### config.mk
export PLATFORM = sky130hd
export DESIGN_NAME = pb_addr_engine
export DESIGN_NICKNAME = d
export VERILOG_FILES = /design/src/rtl/pb_pkg.sv /design/src/rtl/pb_ptr_unit.sv /design/src/rtl/pb_irq_unit.sv /design/src/rtl/pb_addr_engine.sv
export SDC_FILE = /design/constraint.sdc
export NUM_CORES = 1
export LEC_CHECK = 0
export ABC_AREA = 1
export BUFFER_PORTS_ARGS = -buffer_cell sky130_fd_sc_hd__buf_2
export CAP_MARGIN = 20
export CORE_MARGIN = 5
export CORE_UTILIZATION = 46
export CTS_BUF_LIST = sky130_fd_sc_hd__clkbuf_16
export DETAILED_ROUTE_END_ITERATION = 8
export GPL_TIMING_DRIVEN = 0
export PLACE_DENSITY = 0.78
export SLEW_MARGIN = 20
export SYNTH_ARGS = -nofsm -noshare
export SYNTH_HDL_FRONTEND = slang
export SYNTH_SLANG_ARGS = --single-unit
### constraint.sdc
create_clock -name clk -period 3.8 [get_ports clk]
set_input_delay 0.38 -clock clk [delete_from_list [all_inputs] [get_ports clk]]
set_output_delay 0.38 -clock clk [all_outputs]
set_load 0.1 [all_outputs]
### src/rtl/pb_pkg.sv
package pb_pkg;
  typedef enum logic [2:0] {
    RG_CTRL   = 3'd0,
    RG_START  = 3'd1,
    RG_END    = 3'd2,
    RG_ALERT  = 3'd3,
    RG_REMAIN = 3'd4,
    RG_PTR    = 3'd5,
    RG_FLAGS  = 3'd6,
    RG_IRQEN  = 3'd7
  } pb_reg_e;

  localparam int NFLAGS     = 6;
  localparam int FL_MUTE_A  = 0;
  localparam int FL_MUTE_B  = 1;
  localparam int FL_STOP    = 2;
  localparam int FL_ALERT   = 3;
  localparam int FL_UNMUTE_A = 4;
  localparam int FL_UNMUTE_B = 5;
endpackage

### src/rtl/pb_ptr_unit.sv
module pb_ptr_unit #(
  parameter int ADDR_W     = 28,
  parameter int CHUNK_LOG2 = 4
) (
  input  logic              clk,
  input  logic              rst_n,
  input  logic              load_i,
  input  logic              run_i,
  input  logic              adv_i,
  input  logic              rebase_i,
  input  logic [ADDR_W-1:0] buf_lo_i,
  input  logic [ADDR_W-1:0] buf_hi_i,
  input  logic [ADDR_W-1:0] alert_old_i,
  input  logic [ADDR_W-1:0] alert_new_i,
  output logic [ADDR_W-1:0] ptr_o,
  output logic [ADDR_W-1:0] remain_o,
  output logic              alert_evt_o
);
  localparam logic [ADDR_W-1:0] CHUNK = ADDR_W'(1) << CHUNK_LOG2;

  // distance from buffer start to alert point, folding once through the buffer
  function automatic logic [ADDR_W-1:0] lead_dist(
    input logic [ADDR_W-1:0] lo, input logic [ADDR_W-1:0] hi,
    input logic [ADDR_W-1:0] tgt);
    if (tgt >= lo) return tgt - lo;
    return tgt - lo + (hi - lo);
  endfunction

  function automatic logic [ADDR_W-1:0] step_ptr(
    input logic [ADDR_W-1:0] p, input logic [ADDR_W-1:0] lo,
    input logic [ADDR_W-1:0] hi);
    logic [ADDR_W-1:0] n;
    n = p + CHUNK;
    return (n >= hi) ? lo : n;
  endfunction

  logic [ADDR_W-1:0] ptr_q, remain_q, rem_adj, rem_nxt;
  logic              step;

  always_comb begin
    step    = run_i && adv_i;
    rem_adj = remain_q + ((rebase_i && run_i) ? (alert_new_i - alert_old_i) : '0);
    rem_nxt = step ? (rem_adj - CHUNK) : rem_adj;
  end

  assign alert_evt_o = step && (rem_nxt == '0);

  always_ff @(posedge clk) begin
    if (!rst_n) begin
      ptr_q    <= '0;
      remain_q <= '0;
    end else if (load_i) begin
      ptr_q    <= buf_lo_i;
      remain_q <= lead_dist(buf_lo_i, buf_hi_i, alert_old_i);
    end else if (run_i) begin
      if (step) ptr_q <= step_ptr(ptr_q, buf_lo_i, buf_hi_i);
      remain_q <= rem_nxt;
    end
  end

  assign ptr_o    = ptr_q;
  assign remain_o = remain_q;

  assert_ptr_in_buf_R4: assert property (@(posedge clk) disable iff (!rst_n)
    (run_i && !load_i && (buf_lo_i < buf_hi_i)) |-> (ptr_q >= buf_lo_i && ptr_q < buf_hi_i));
  assert_idle_hold_R4: assert property (@(posedge clk) disable iff (!rst_n)
    (!run_i && !load_i) |=> $stable(ptr_q));
  assert_remain_step_R5: assert property (@(posedge clk) disable iff (!rst_n)
    (run_i && adv_i && !rebase_i && !load_i) |=> (remain_q == $past(remain_q) - CHUNK));
  assert_alert_zero_R7: assert property (@(posedge clk) disable iff (!rst_n)
    alert_evt_o |=> (remain_q == '0));
endmodule

### src/rtl/pb_irq_unit.sv
module pb_irq_unit #(
  parameter int NF = 6
) (
  input  logic          clk,
  input  logic          rst_n,
  input  logic [NF-1:0] set_i,
  input  logic          clr_en_i,
  input  logic [NF-1:0] clr_i,
  input  logic [NF-1:0] en_i,
  output logic [NF-1:0] flags_o,
  output logic          irq_o
);
  logic [NF-1:0] flag_q;

  for (genvar i = 0; i < NF; i++) begin : g_flag
    always_ff @(posedge clk) begin
      if (!rst_n)                    flag_q[i] <= 1'b0;
      else if (set_i[i])             flag_q[i] <= 1'b1;
      else if (clr_en_i && clr_i[i]) flag_q[i] <= 1'b0;
    end

    assert_flag_sticky_R8: assert property (@(posedge clk) disable iff (!rst_n)
      (flag_q[i] && !(clr_en_i && clr_i[i])) |=> flag_q[i]);
    assert_set_wins_R8: assert property (@(posedge clk) disable iff (!rst_n)
      set_i[i] |=> flag_q[i]);
  end

  assign flags_o = flag_q;
  assign irq_o   = |(flag_q & en_i);
endmodule

### src/rtl/pb_addr_engine.sv
module pb_addr_engine #(
  parameter int ADDR_W     = 28,
  parameter int GRAN_LSB   = 3,
  parameter int CHUNK_LOG2 = 4
) (
  input  logic              clk,
  input  logic              rst_n,
  input  logic              reg_wr_i,
  input  logic [2:0]        reg_waddr_i,
  input  logic [31:0]       reg_wdata_i,
  input  logic [2:0]        reg_raddr_i,
  output logic [31:0]       reg_rdata_o,
  input  logic              chunk_adv_i,
  input  logic [1:0]        mute_evt_i,
  input  logic [1:0]        unmute_evt_i,
  output logic [ADDR_W-1:0] fetch_addr_o,
  output logic              fetch_valid_o,
  output logic              irq_o
);
  import pb_pkg::*;

  localparam logic [ADDR_W-1:0] ADDR_MASK = ~(ADDR_W'((1 << GRAN_LSB) - 1));

  logic              run_q;
  logic [ADDR_W-1:0] start_q, end_q, alert_q, wr_addr_val;
  logic [NFLAGS-1:0] irqen_q, flags, set_vec;
  logic [ADDR_W-1:0] ptr, remain;
  logic              wr_ctrl, wr_start, wr_end, wr_alert, wr_flags, wr_irqen;
  logic              start_pls, stop_pls, alert_evt;

  assign wr_addr_val = reg_wdata_i[ADDR_W-1:0] & ADDR_MASK;
  assign wr_ctrl   = reg_wr_i && (reg_waddr_i == RG_CTRL);
  assign wr_start  = reg_wr_i && (reg_waddr_i == RG_START);
  assign wr_end    = reg_wr_i && (reg_waddr_i == RG_END);
  assign wr_alert  = reg_wr_i && (reg_waddr_i == RG_ALERT);
  assign wr_flags  = reg_wr_i && (reg_waddr_i == RG_FLAGS);
  assign wr_irqen  = reg_wr_i && (reg_waddr_i == RG_IRQEN);
  assign start_pls = wr_ctrl && reg_wdata_i[0] && !run_q;
  assign stop_pls  = wr_ctrl && !reg_wdata_i[0] && run_q;

  always_ff @(posedge clk) begin
    if (!rst_n) begin
      run_q   <= 1'b0;
      start_q <= '0;
      end_q   <= '0;
      alert_q <= '0;
      irqen_q <= '0;
    end else begin
      if (wr_ctrl)            run_q   <= reg_wdata_i[0];
      if (wr_start && !run_q) start_q <= wr_addr_val;
      if (wr_end && !run_q)   end_q   <= wr_addr_val;
      if (wr_alert)           alert_q <= wr_addr_val;
      if (wr_irqen)           irqen_q <= reg_wdata_i[NFLAGS-1:0];
    end
  end

  pb_ptr_unit #(.ADDR_W(ADDR_W), .CHUNK_LOG2(CHUNK_LOG2)) u_ptr (
    .clk(clk), .rst_n(rst_n), .load_i(start_pls), .run_i(run_q),
    .adv_i(chunk_adv_i), .rebase_i(wr_alert),
    .buf_lo_i(start_q), .buf_hi_i(end_q),
    .alert_old_i(alert_q), .alert_new_i(wr_addr_val),
    .ptr_o(ptr), .remain_o(remain), .alert_evt_o(alert_evt)
  );

  always_comb begin
    set_vec              = '0;
    set_vec[FL_MUTE_A]   = mute_evt_i[0];
    set_vec[FL_MUTE_B]   = mute_evt_i[1];
    set_vec[FL_STOP]     = stop_pls;
    set_vec[FL_ALERT]    = alert_evt;
    set_vec[FL_UNMUTE_A] = unmute_evt_i[0];
    set_vec[FL_UNMUTE_B] = unmute_evt_i[1];
  end

  pb_irq_unit #(.NF(NFLAGS)) u_irq (
    .clk(clk), .rst_n(rst_n), .set_i(set_vec), .clr_en_i(wr_flags),
    .clr_i(reg_wdata_i[NFLAGS-1:0]), .en_i(irqen_q),
    .flags_o(flags), .irq_o(irq_o)
  );

  always_comb begin
    case (reg_raddr_i)
      RG_CTRL:   reg_rdata_o = 32'(run_q);
      RG_START:  reg_rdata_o = 32'(start_q);
      RG_END:    reg_rdata_o = 32'(end_q);
      RG_ALERT:  reg_rdata_o = 32'(alert_q);
      RG_REMAIN: reg_rdata_o = 32'(remain);
      RG_PTR:    reg_rdata_o = 32'(ptr);
      RG_FLAGS:  reg_rdata_o = 32'(flags);
      default:   reg_rdata_o = 32'(irqen_q);
    endcase
  end

  assign fetch_addr_o  = ptr;
  assign fetch_valid_o = run_q;

  assert_addr_frozen_R3: assert property (@(posedge clk) disable iff (!rst_n)
    run_q |=> ($stable(start_q) && $stable(end_q)));
  assert_stop_flag_R9: assert property (@(posedge clk) disable iff (!rst_n)
    $fell(run_q) |-> flags[FL_STOP]);
  assert_addr_masked_R2: assert property (@(posedge clk) disable iff (!rst_n)
    ((start_q & ~ADDR_MASK) == '0) && ((alert_q & ~ADDR_MASK) == '0));
endmodule

# After elaboration in Yosys (flattened, before gate mapping)
# Cells that the tools add are included.
totals:
  reg_bits: 144
  latch_bits: 0
  mem_bits_rw: 0
  mem_bits_ro: 0
  output_inout_bits: 62
  mem_count: 0
op_classes:
  addsub: 7
  n_mul: 0
  div: 0
  n_lt_le_gt_ge: 2
  eq_ne: 11
  shift: 0
  mux: 26
  bitwise: 1
  reduce_logical: 36
op_table:
  columns: ["op", "count"]
  rows:
  - ["28-bit 2-to-1 mux", 10]
  - ["28-bit one-hot mux with 7 select lines", 1]
  - ["28-bit subtractor", 3]
  - ["28-bit adder", 2]
  - ["28-bit >= comparator", 2]
  - ["28-bit by 5-bit adder with 28-bit output, second input constant", 1]
  - ["28-bit logical NOT", 1]
  - ["28-bit by 5-bit subtractor with 28-bit output, second input constant", 1]
  - ["1-bit logical AND", 21]
  - ["2-bit nonzero test", 8]
  - ["3-bit == test, second input constant", 5]
  - ["1-bit 2-to-1 mux", 15]
  - ["3-bit by 2-bit == test with 1-bit output, second input constant", 4]
  - ["6-bit bitwise AND", 1]
  - ["3-bit by 1-bit == test with 1-bit output, second input constant", 2]
  - ["3-bit logical NOT", 2]
  - ["6-bit OR reduction", 1]
  - ["1-bit logical NOT", 2]
  - ["2-bit AND reduction", 1]

# Longest topological paths before layout
# Gate-level depths: netlist of the first run.
depth:
  depth_word: 10
  mapped_depth: 34
  depth_no_buf: 34

# By module
# Synthesis of the first run repeated with hierarchy kept, for this count alone.
hier_totals:
  hier_cells: 2801
  hier_area_um2: 16788.6
modules_own_cells:
  columns: ["module", "n_inst", "cells_per_inst", "area_per_inst_um2"]
  rows:
  - ["pb_ptr_unit", 1, 1993, 11905.2]
  - ["pb_addr_engine", 1, 765, 4613.2]
  - ["pb_irq_unit", 1, 43, 270.3]

# Worst setup path after synthesis of the first run
# Ideal clock, no wire load.
synth_timing:
  kind: "reg-to-reg"
  from: "register u_ptr.ptr_q[5], in the netlist u_ptr.ptr_o[5]"
  to: "register u_ptr.ptr_q[3], in the netlist u_ptr.ptr_o[3]"
  setup_ns: 0.123
  arrival_ns: 4.127
  setup_slack_ns: -0.450
  path_stages_with_launch: 23
  path_buffers: 1
  synth_period_minus_slack_ns: 4.250
  cell_sequence: "dfxtp_1 -> ha_1 -> nand2_1 -> nor2_1 -> nand3_1 -> nor2_1 -> nand2_1 -> nor2_1 -> inv_1 -> nor2_1 -> nand4_1 -> xnor2_1 -> ha_1 -> nand2_1 -> inv_1 -> nand3_1 -> nor4_1 -> a221oi_1 -> nand3_1 -> clkbuf_1 -> nand2_1 -> o21ai_0 -> a21oi_1"
synth_via:
  elab_chain_len: 6
synth_lines:
  columns: ["element", "line_no", "text"]
  rows:
  - ["start: declaration", "pb_ptr_unit.sv:37", "logic [ADDR_W-1:0] ptr_q, remain_q, rem_adj, rem_nxt;"]
  - ["start signal: assignment", "pb_ptr_unit.sv:53", "ptr_q <= buf_lo_i;"]
  - ["start signal: assignment", "pb_ptr_unit.sv:56", "if (step) ptr_q <= step_ptr(ptr_q, buf_lo_i, buf_hi_i);"]
  - ["28-bit by 5-bit adder with 28-bit output", "pb_ptr_unit.sv:33", "n = p + CHUNK;"]
  - ["28-bit >= comparator", "pb_ptr_unit.sv:34", "return (n >= hi) ? lo : n;"]
  - ["28-bit 2-to-1 mux", "pb_ptr_unit.sv:34", null]
  - ["28-bit 2-to-1 mux", "pb_ptr_unit.sv:56", null]
  - ["28-bit 2-to-1 mux", "pb_ptr_unit.sv:55", "end else if (run_i) begin"]
  - ["28-bit 2-to-1 mux", "pb_ptr_unit.sv:52", "end else if (load_i) begin"]
# Every way passes these cells. The select of a mux whose other input is x is not followed.
# A chain may end at the register's enable or synchronous reset.

# Final worst setup path of the first run
layout_timing:
  from: "register alert_q[3]"
  to: "register u_irq.flag_q[3], in the netlist u_irq.flags_o[3]"
layout_via:
  elab_chain_len: 8
  elab_cells_between_ends: 9
  cone_classes: "add/sub (3); mux (3); reduce/logical (3)"
layout_lines:
  columns: ["element", "line_no", "text"]
  rows:
  - ["start: declaration", "pb_addr_engine.sv:25", "logic [ADDR_W-1:0] start_q, end_q, alert_q, wr_addr_val;"]
  - ["start signal: assignment", "pb_addr_engine.sv:52", "if (wr_alert) alert_q <= wr_addr_val;"]
  - ["28-bit subtractor *", "pb_ptr_unit.sv:42", "rem_adj = remain_q + ((rebase_i && run_i) ? (alert_new_i - alert_old_i) : '0);"]
  - ["28-bit 2-to-1 mux *", "pb_ptr_unit.sv:42", null]
  - ["28-bit adder *", "pb_ptr_unit.sv:42", null]
  - ["28-bit by 5-bit subtractor with 28-bit output", "pb_ptr_unit.sv:43", "rem_nxt = step ? (rem_adj - CHUNK) : rem_adj;"]
  - ["28-bit 2-to-1 mux *", "pb_ptr_unit.sv:43", null]
  - ["28-bit logical NOT *", "pb_ptr_unit.sv:46", "assign alert_evt_o = step && (rem_nxt == '0);"]
  - ["1-bit logical AND *", "pb_ptr_unit.sv:46", null]
  - ["1-bit 2-to-1 mux or 2-bit nonzero test (tied branches)", null, null]
  - ["end signal: indexed assignment", "pb_irq_unit.sv:17", "if (!rst_n) flag_q[i] <= 1'b0;"]
  - ["end signal: indexed assignment", "pb_irq_unit.sv:18", "else if (set_i[i]) flag_q[i] <= 1'b1;"]
  - ["end signal: indexed assignment", "pb_irq_unit.sv:19", "else if (clr_en_i && clr_i[i]) flag_q[i] <= 1'b0;"]
  - ["end: declaration", "pb_irq_unit.sv:13", "logic [NF-1:0] flag_q;"]
# Every way passes the cells marked *; elsewhere a longest branch is shown, timed or not.

==> run metrics, run 1 <==
initial core utilization 0.469; Slew HR 0.271; largest cells by area after synthesis dfxtp_1 (19%), nand2_1 (12%), ha_1 (11%); worst setup margin -485 ps; Core Rows 64; post-synthesis mux area share 0; max-cap violation count 0; Worst VDD drop 0.000321 V; CTS tree built; simple-gate share of the synthesized area 0.263; type of the worst min-delay path primary input to register; Synth Area in XOR/XNOR 0.0503; FF+latch count, synth about 140; Clk Latency, worst-skew pair about 450 ps; initial drt markers 1,668; Post-Syn Instances 2,274; area delta synth->final 37.8%; endpoints failing setup 16; crit path DAT approximately 4700 ps; fmax approximately 0.23 GHz; layout cell share with drive strength beyond 1 0.332; first-pass GRT wire length just over 90,000 um; PwrDens between 400 and 500 nW/um^2; CP Launch Point alert_q[3]; Post-Synth Adder-Cell Area 0.145; LEAKAGE 0.00875 uW; clock-pin transition on the worst setup and hold timing paths 70 ps; die height approximately 190 um; endpoints failing hold 0; R2R cell count 30; Worst Skew ~13 ps; worst-margin pin slew between 1000 and 1500 ps; RR Endpoint u_irq.flags_o[3]; synthesized area 14,400 sq um; Crit path largest cell delay 360 ps; post-route insts no fill just under 3k; EDFF count, synth 0; initial antenna violation count 1; GRT Total Usage 0.332; Avg Inst Size Synth 6.34 sq um; Synth Flop Type dfxtp_1; DPL Wire Length roughly 50,000 um; num ports between 100 and 150; startpoint types register; via count roughly 17k; failing checks setup timing; worst hold slack approximately 170 ps; Cell variety after synth 50; nets@finish about 2.7k; vias in the first global route around 17k; slowest library cell on the worst path dfxtp_4; Clock Tree Root clkbuf_16; pre-CTS setup slack -1590 ps; Die W approximately 190 um; internal reg-to-reg setup slack -480 ps; worst r2r src alert_q[3]; main combinational cell family by area after synthesis simple AND/OR/NAND/NOR gates; total grt overflow 0; H-tree depth 4; cts bufs inserted 17; sequential area share after synthesis 0.192; min Tclk post-route between 4000 and 5000 ps; Ys Warns 0; first-pass detailed-route iteration total 6; Sink Count around 140; nature of the critical path endpoint register; Synth area leader dfxtp_1; Vias/cell just under 6; Inst Count DP 2,771; Req. time, crit path around 4200 ps; final max-slew violation count 0; Tcrit/Tclk final 1.13; antenna-violating nets left 0; status complete, but fails checks; ys async rst share 0; core area 30,700 sq um; largest net degree at the start of global routing 17; die area ~35,000 sq um; routability cong. a little under 1; post-synthesis compound-gate area fraction 0.242; routed len/inst approximately 21 um; Synth top area share 0.192; CP Class register to register; Post-CTS Hold Fix Bufs 0; setup TNS -4010 ps; CP Max Fanout 5; Most Frequent Cell on Critical Path nand2_2; DRC viols 0; total power draw between 9000 and 10,000 uW; crit path to u_irq.flags_o[3]; # port buffers 95; clk buf depth 2; unrepaired setup endpoints after global routing true; WL final roughly 63,000 um
==> report_power, final <==
| group | switching [uW] | leakage (uW) | internal (uW) |
|---|---|---|---|
| combinational | 3460 | 0.00731 | 2390 |
| clock | 753 | 0.000301 | 1030 |
| sequential | 72.0 | 0.00114 | 1500 |
==> worst max-delay path: cells and delay by family, from the launching register on <==
kind            cells  cell delay (ps)
simple gates       18             1930
fa+ha+maj           3              730
flops               1              360
compound gates      6              940
buf+inv             3              250
==> cells in the final DEF, fill, tap and decap left out, drive strengths merged, types with 2 or more instances in the layout <==
cell type / n
a21oi: 275
o221ai: 24
and2: 2
xor2: 53
nand3b: 6
xnor2: 29
a221oi: 14
o21ai: 238
clkinvlp: 3
nand3: 126
a31oi: 13
ha: 124
buf: 238
nor2: 179
a2111oi: 2
nand2: 477
clkinv: 7
clkbuf: 72
nor3: 31
o211ai: 12
nor4: 4
dfxtp: 138
inv: 338
or2: 7
nand4: 31
a21o: 12
o31ai: 2
bufinv: 3
a211oi: 3
o21a: 8
o21bai: 5
conb: 7
o22ai: 19
a31o: 2
fa: 27
==> worst min-delay path by stage <==
stage                startpoint  cells after the start          endpoint
2_1_floorplan  u_irq.flags_o[4]                      2  u_irq.flags_o[4]
3_3_place_gp   u_irq.flags_o[4]                      2  u_irq.flags_o[4]
3_5_place_dp   u_irq.flags_o[5]                      2  u_irq.flags_o[5]
4_1_cts           mute_evt_i[0]                      3  u_irq.flags_o[0]
5_1_grt           mute_evt_i[0]                      3  u_irq.flags_o[0]
6_report          mute_evt_i[0]                      3  u_irq.flags_o[0]
==> Yosys cell counts (7+ instances only) <==
master	number
xor2_1	52
nor3_1	28
nand3_1	117
dfxtp_1	138
a31oi_1	13
nor2_4	9
o21a_1	8
o221ai_1	24
or2_2	7
inv_1	321
o211ai_1	12
inv_2	13
a21o_1	12
nor2_1	160
a221oi_1	14
fa_1	27
buf_4	7
o22ai_1	19
clkbuf_1	56
nor2_2	10
a21oi_1	272
nand2_2	16
nand4_1	31
nand2_1	459
nand3_2	9
xnor2_1	29
o21ai_0	235
ha_1	124
==> what timing repair did <==
item,4_1_cts,5_1_grt
buffers inserted,86,44
cloned,1,1
setup endpoints to repair,45,44
pin swaps,148,149
resized for setup,436,258
==> logic make-up after synthesis <==
kind of cell / after synthesis
XOR/XNOR: 82
AND/OR/NAND/NOR: 865
other: 1
buffers and inverters: 404
AO/OA/AOI/OAI: 633
flip-flops: 138
adder cells (fa/ha/maj): 151
==> routing by layer <==
metal,vias to the layer above,routed length [um],global-route usage
met4,0,3350,0.154
met1,8107,24900,0.422
met5,-,0,0
met3,212,5810,0.0521
li1,8132,-,-
met2,961,28900,0.555
==> area by class of cell <==
class | count | area [sq um]
Inverter | 336 | 1290
Timing Repair Buffer | 225 | 1530
Clock inverter | 15 | 173
Multi-Input combinational cell | 1738 | 12800
Sequential cell | 138 | 2830
Tap cell | 396 | 495
Antenna cell | 1 | 2.50
Fill cell | 2651 | 10900
Clock buffer | 17 | 425
Buffer | 68 | 332
==> flip-flops by register name, indices dropped and copies added (netlist names) <==
signal	count
alert_q	25
end_q	25
fetch_valid_o	1
irqen_q	6
start_q	25
u_irq.flags_o	6
u_ptr.ptr_o	25
u_ptr.remain_o	25
==> through the flow <==
| step | util | cell area, sq um |
|---|---|---|
| 2_1_floorplan | - | 14600 |
| 3_3_place_gp | 0.507 | 15600 |
| 3_5_place_dp | 0.507 | 15600 |
| 4_1_cts | 0.604 | 18600 |
| 5_1_grt | 0.646 | 19900 |
| 6_report | 0.646 | 19900 |
Note: power is estimated with default switching activity, not from simulation.
==> run 2: changes to the inputs <==
Settings changed: CORE_UTILIZATION 46 to 50, PLACE_DENSITY 0.78 to 0.83.
Clock period 3.8 ns to 3.9 ns, I/O delays scaled along.
==> run 2 against run 1 <==
  * The flow still finishes with violations (setup timing)
  * Combinational power decreased by 11%
  * Critical path type unchanged
  * Sequential power decreased by 3%
  * Flip-flop and latch count unchanged
  * Clock-buffer cell count unchanged
  * Die area fell by 7.6%
  * Sequential share of layout area is 0.32 points higher
  * Largest cell class unchanged
  * First-iteration DRC count grew 15%
==> run metrics, run 2 (same netlist as run 1, synthesis figures left out) <==
status complete, but fails checks; failing checks setup timing; CP Launch Point alert_q[8]; Die W 180 um (-3.9%); Post-CTS Hold Fix Bufs 0 (unchanged); Sink Count 138 (unchanged); slowest library cell on the worst path dfxtp_2; CTS tree built; clk buf depth 2 (unchanged); die height 180 um (-3.9%); Clock Tree Root clkbuf_16; via count 17.5k (+0.73%); first-pass GRT wire length 89,200 um (-1.9%); Crit path largest cell delay 330 ps (-30 ps); min Tclk post-route 4350 ps (+64.8 ps); DPL Wire Length 47,500 um (-2.8%); cts bufs inserted 17 (unchanged); Slew HR 0.217 (-0.0535); largest net degree at the start of global routing 17 (unchanged); initial drt markers 1,911 (+15%); post-route insts no fill 2,891 (-1.5%); layout cell share with drive strength beyond 1 0.308 (-0.0247); first-pass detailed-route iteration total 6 (unchanged); max-cap violation count 0 (unchanged); final core occ 0.674 (+0.0278); Worst VDD drop 0.000350 V (+9.1%); type of the worst min-delay path primary input to register; startpoint types register; endpoints failing setup 15 (-1); nature of the critical path endpoint register; total grt overflow 0 (unchanged); DRC viols 0 (unchanged); Inst Count DP 2,759 (-0.43%); unrepaired setup endpoints after global routing true; antenna-violating nets left 0 (unchanged); area of the multi-input gates 12,500 sq um (-2.2%); most common cell after layout, fill and taps aside nand2_1; Core Rows 62 (-3.1%); area delta synth->final 33.8%; initial antenna violation count 0 (-1); WL final 62,200 um (-1.3%); Worst Skew 16.8 ps (+4.22 ps); fmax 0.230 GHz (-1.5%); routability cong. 0.968 (+0.74%); nets@finish 2,691 (-1.1%); die area 32,300 sq um (-7.6%); clock-pin transition on the worst setup and hold timing paths 80 ps (about the same); CP Class register to register; worst r2r src alert_q[8]; LEAKAGE 0.00863 uW (-1.4%); fill cell count 2,392 (-9.8%); crit path DAT 4730 ps (+60 ps); worst setup margin -449 ps (+35.2 ps); core area 28,600 sq um (-6.9%); initial core utilization 0.504 (+0.0348); vias in the first global route 16.6k (+0.066%); PwrDens 441 nW/um^2 (-4.8%); Vias/cell 6.07 (+2.2%); Req. time, crit path 4290 ps (+100 ps); H-tree depth 4 (unchanged); CP Max Fanout 6 (+1); GRT Total Usage 0.350 (+0.0178); commonest cells after routing, fill and taps aside nand2_1 (369), inv_1 (274), a21oi_1 (205); Tcrit/Tclk final 1.12 (-0.0123); endpoints failing hold 0 (unchanged); worst hold slack 180 ps (+8.28 ps); Most Frequent Cell on Critical Path nand2_4; num ports 108 (unchanged); Hold Crit Start mute_evt_i[0]; routed len/inst 21.5 um (+0.20%); Clk Latency, worst-skew pair 460 ps (about the same); final max-slew violation count 0 (unchanged); # port buffers 95 (unchanged); worst-margin pin slew 1170 ps (+79.7 ps); Storage cell area 2810 sq um (-0.71%); Antenna Cells 0 (-1)
==> run 2: cell count changes in the layout (fill, tap and decap cells not counted), sizes merged <==
cell,change
buf,-27
bufinv,-2
clkbuf,-3
clkinv,-2
diode,-1
inv,+4
==> run 2: stage by stage <==
| step | worst slack (ps) | cell area, sq um | setup TNS [ps] | total power [uW] |
|---|---|---|---|---|
| floorplan | 1.52 | 14500 | 0 | 4130 |
| global placement | -1670 | 15500 | -26530 | 5030 |
| detailed placement | -1780 | 15500 | -31840 | 5060 |
| CTS | -269 | 18100 | -1420 | 7760 |
| global route | -603 | 19300 | -6010 | 8870 |
| finish | -449 | 19300 | -3290 | 8510 |
==> run 2: what timing repair did <==
item                       in CTS  in global routing
pin swaps                     135                151
setup buffers                  66                 34
setup endpoints to repair      48                 43
resized for setup             392                256
cloned                          0                  1
==> run 2: final cells by class <==
class	count	share of cell area
timing repair buffer	195	0.0654
clock buffer	17	0.0221
multi-input combinational	1738	0.649
inverter	336	0.0671
tap	384	0.0249
buffer	68	0.0171
clock inverter	15	0.00921
sequential	138	0.145
==> run 2: worst paths after layout <==
| kind | end | slack, ps | cells past startpoint |
|---|---|---|---|
| max reg2reg | u_irq.flags_o[3] | -450 | 29 |
| min reg2reg | u_irq.flags_o[5] | 500 | 2 |
| max | u_irq.flags_o[3] | -450 | 29 |
| min | u_irq.flags_o[0] | 180 | 3 |
==> run 2: worst max-delay path, delay by kind of cell (launching register included) <==
kind	cells	cell delay (ps)
AOI/OAI and AO/OA	7	1170
adders and majority gates	2	570
buffers and inverters	5	490
DFF	1	330
and+or+nand+nor	15	1670
==> run 2: layer usage <==
layer / GRT usage / share of wire / up-vias
li1: - / - / 8063
met1: 0.436 / 0.37 / 8145
met2: 0.584 / 0.46 / 1077
met3: 0.0495 / 0.10 / 254
met4: 0.193 / 0.065 / 0
met5: 0 / 0 / -
==> run 2: power breakdown <==
| group | switching [uW] | internal, uW | leakage [uW] |
|---|---|---|---|
| Combinational | 3170 | 2060 | 0.00720 |
| Clock | 832 | 921 | 0.000295 |
| Sequential | 67.1 | 1460 | 0.00113 |
| Total | 4060 | 4440 | 0.00863 |
==> run 3: changes to the inputs <==
Settings changed: PLACE_DENSITY 0.83 to unset, PLACE_DENSITY_LB_ADDON set to 0.3.
==> run 3 against run 2 <==
  * Power up 6.5%
  * Die area stayed put
  * First-iteration DRC count down 17%
  * Largest power group unchanged
  * Critical path depth unchanged
  * Critical endpoint unchanged
  * Sequential power is essentially flat
  * Worst hold slack better by 4.5 ps
  * The flow still finishes with violations (setup timing)
  * Clock skew hardly changed
  * Setup slack improved by 110 ps
  * Sequential share of layout area fell by 0.14 points
  * Via count fell by 1.3%
  * Routed wire length grew 2.0%
  * Flip-flop and latch count is the same
==> run metrics, run 3 (same netlist as run 1, synthesis figures left out) <==
status complete, but fails checks; failing checks setup timing; DPL Wire Length 49,100 um (+3.5%); cts bufs inserted 17 (unchanged); Clock Tree Root clkbuf_16; crit path DAT 4630 ps (-100 ps); initial antenna violation count 0 (unchanged); endpoints failing setup 14 (-1); final max-slew violation count 0 (unchanged); layout cell share with drive strength beyond 1 0.311 (+0.00370); num ports 108 (unchanged); met3 Track Usage GR 0.0633 (+0.0137); Crit path largest cell delay 380 ps (+50 ps); CTS tree built; routability cong. 1.00 (+3.7%); Storage cell area 2810 sq um (+0.22%); Worst Skew 16.8 ps (-0.0456 ps); Die W 180 um (unchanged); min Tclk post-route 4230 ps (-114 ps); first-pass GRT wire length 90,700 um (+1.6%); die area 32,300 sq um (unchanged); pre-CTS setup slack -1950 ps (-169 ps); startpoint types register; post-route insts no fill 2,903 (+0.42%); busiest layer in global routing met2; nets@finish 2,703 (+0.45%); vias in the first global route 16.2k (-2.3%); Vias/cell 5.96 (-1.7%); Antenna Cells 0 (unchanged); clock-pin transition on the worst setup and hold timing paths 70 ps (about the same); unrepaired setup endpoints after global routing true; commonest cells after routing, fill and taps aside nand2_1 (382), inv_1 (275), a21oi_1 (203); routed len/inst 21.8 um (+1.5%); met2 usage 0.596 (+0.0121); Inst Count DP 2,759 (unchanged); CP Max Fanout 5 (-1); Core Rows 62 (unchanged); Tcrit/Tclk final 1.09 (-0.0293); Clk Latency, worst-skew pair 450 ps (about the same); Slew HR 0.283 (+0.0660); worst setup margin -335 ps (+114 ps); antenna-violating nets left 0 (unchanged); LEAKAGE 0.00859 uW (-0.43%); Sink Count 138 (unchanged); via count 17.3k (-1.3%); WL final 63,400 um (+2.0%); fill cell count 2,499 (+4.5%); met1 Usage GRT 0.449 (+0.0132); worst-margin pin slew 1070 ps (-98.2 ps); setup TNS -2720 ps (+570 ps); endpoints failing hold 0 (unchanged); H-tree depth 4 (unchanged); CP Class register to register; die height 180 um (unchanged); core area 28,600 sq um (unchanged); DRC viols 0 (unchanged); PwrDens 464 nW/um^2 (+5.2%); Worst VDD drop 0.000329 V (-6.0%); total power draw 9060 uW (+6.5%); area of the multi-input gates 12,600 sq um (+0.93%); nature of the critical path endpoint register; area delta synth->final 35.4%; # port buffers 95 (unchanged); fmax 0.236 GHz (+2.7%); most common cell after layout, fill and taps aside nand2_1; Req. time, crit path 4290 ps (about the same); clk buf depth 2 (unchanged); first-pass detailed-route iteration total 6 (unchanged); max-cap violation count 0 (unchanged); initial core utilization 0.504 (unchanged); type of the worst min-delay path primary input to register; initial drt markers 1,591 (-17%); total grt overflow 0 (unchanged); GRT Total Usage 0.358 (+0.00804); slowest library cell on the worst path dfxtp_2; largest net degree at the start of global routing 17 (unchanged)
## run 3: cell types whose count changed in the layout (fill, tap and decap cells not counted), sizes merged
cell      delta
bufinv       +3
buf         +12
clkinvlp     +1
inv          -4
## run 3: layout make-up
class | instances | area share
Inverter | 336 | 0.0656
Timing Repair Buffer | 207 | 0.0703
Clock buffer | 17 | 0.0218
Buffer | 68 | 0.0165
Tap cell | 384 | 0.0246
Multi-Input combinational cell | 1738 | 0.647
Clock inverter | 15 | 0.00994
Sequential cell | 138 | 0.144
## run 3: path summary, 6_finish.rpt
check / startpoint / end / slack, ps / cells after the start
hold / removal: unmute_evt_i[0] / u_irq.flags_o[4] / 180 / 3
setup reg to reg: alert_q[10] / u_irq.flags_o[3] / -330 / 29
hold reg to reg: u_irq.flags_o[5] / u_irq.flags_o[5] / 490 / 2
setup / recovery: alert_q[10] / u_irq.flags_o[3] / -330 / 29
## run 3: timing repair
| item | in CTS | in global routing |
|---|---|---|
| hold buffers | 0 | 0 |
| pin swaps | 123 | 137 |
| hold endpoints to repair | 0 | 0 |
| buffers inserted | 67 | 46 |
| gates resized for setup | 345 | 298 |
| setup endpoints to repair | 48 | 44 |
## run 3: per-layer routing
layer	share of wire	wire length, um
met4	0.056	3540
met5	0	0
met2	0.46	29400
met3	0.093	5910
met1	0.39	24600
## run 3: metrics by stage
step / utilization / instance area (sq um) / hold WS [ps]
floorplan: - / 14500 / 450
global placement: 0.540 / 15500 / 462
detailed placement: 0.540 / 15500 / 469
CTS: 0.631 / 18000 / 175
finish: 0.682 / 19500 / 184
global route: 0.682 / 19500 / 184
## run 3: critical path, delay by kind of cell, from the launching register on
family | cells | cell delay, ps
simple gates | 18 | 2020
compound gates | 5 | 710
fa+ha+maj | 2 | 610
flops | 1 | 380
buf+inv | 4 | 440
## run 3: where the power goes
| group | internal [uW] | switching [uW] |
|---|---|---|
| combinational | 2310 | 3410 |
| clock | 1070 | 736 |
| sequential | 1460 | 69.1 |
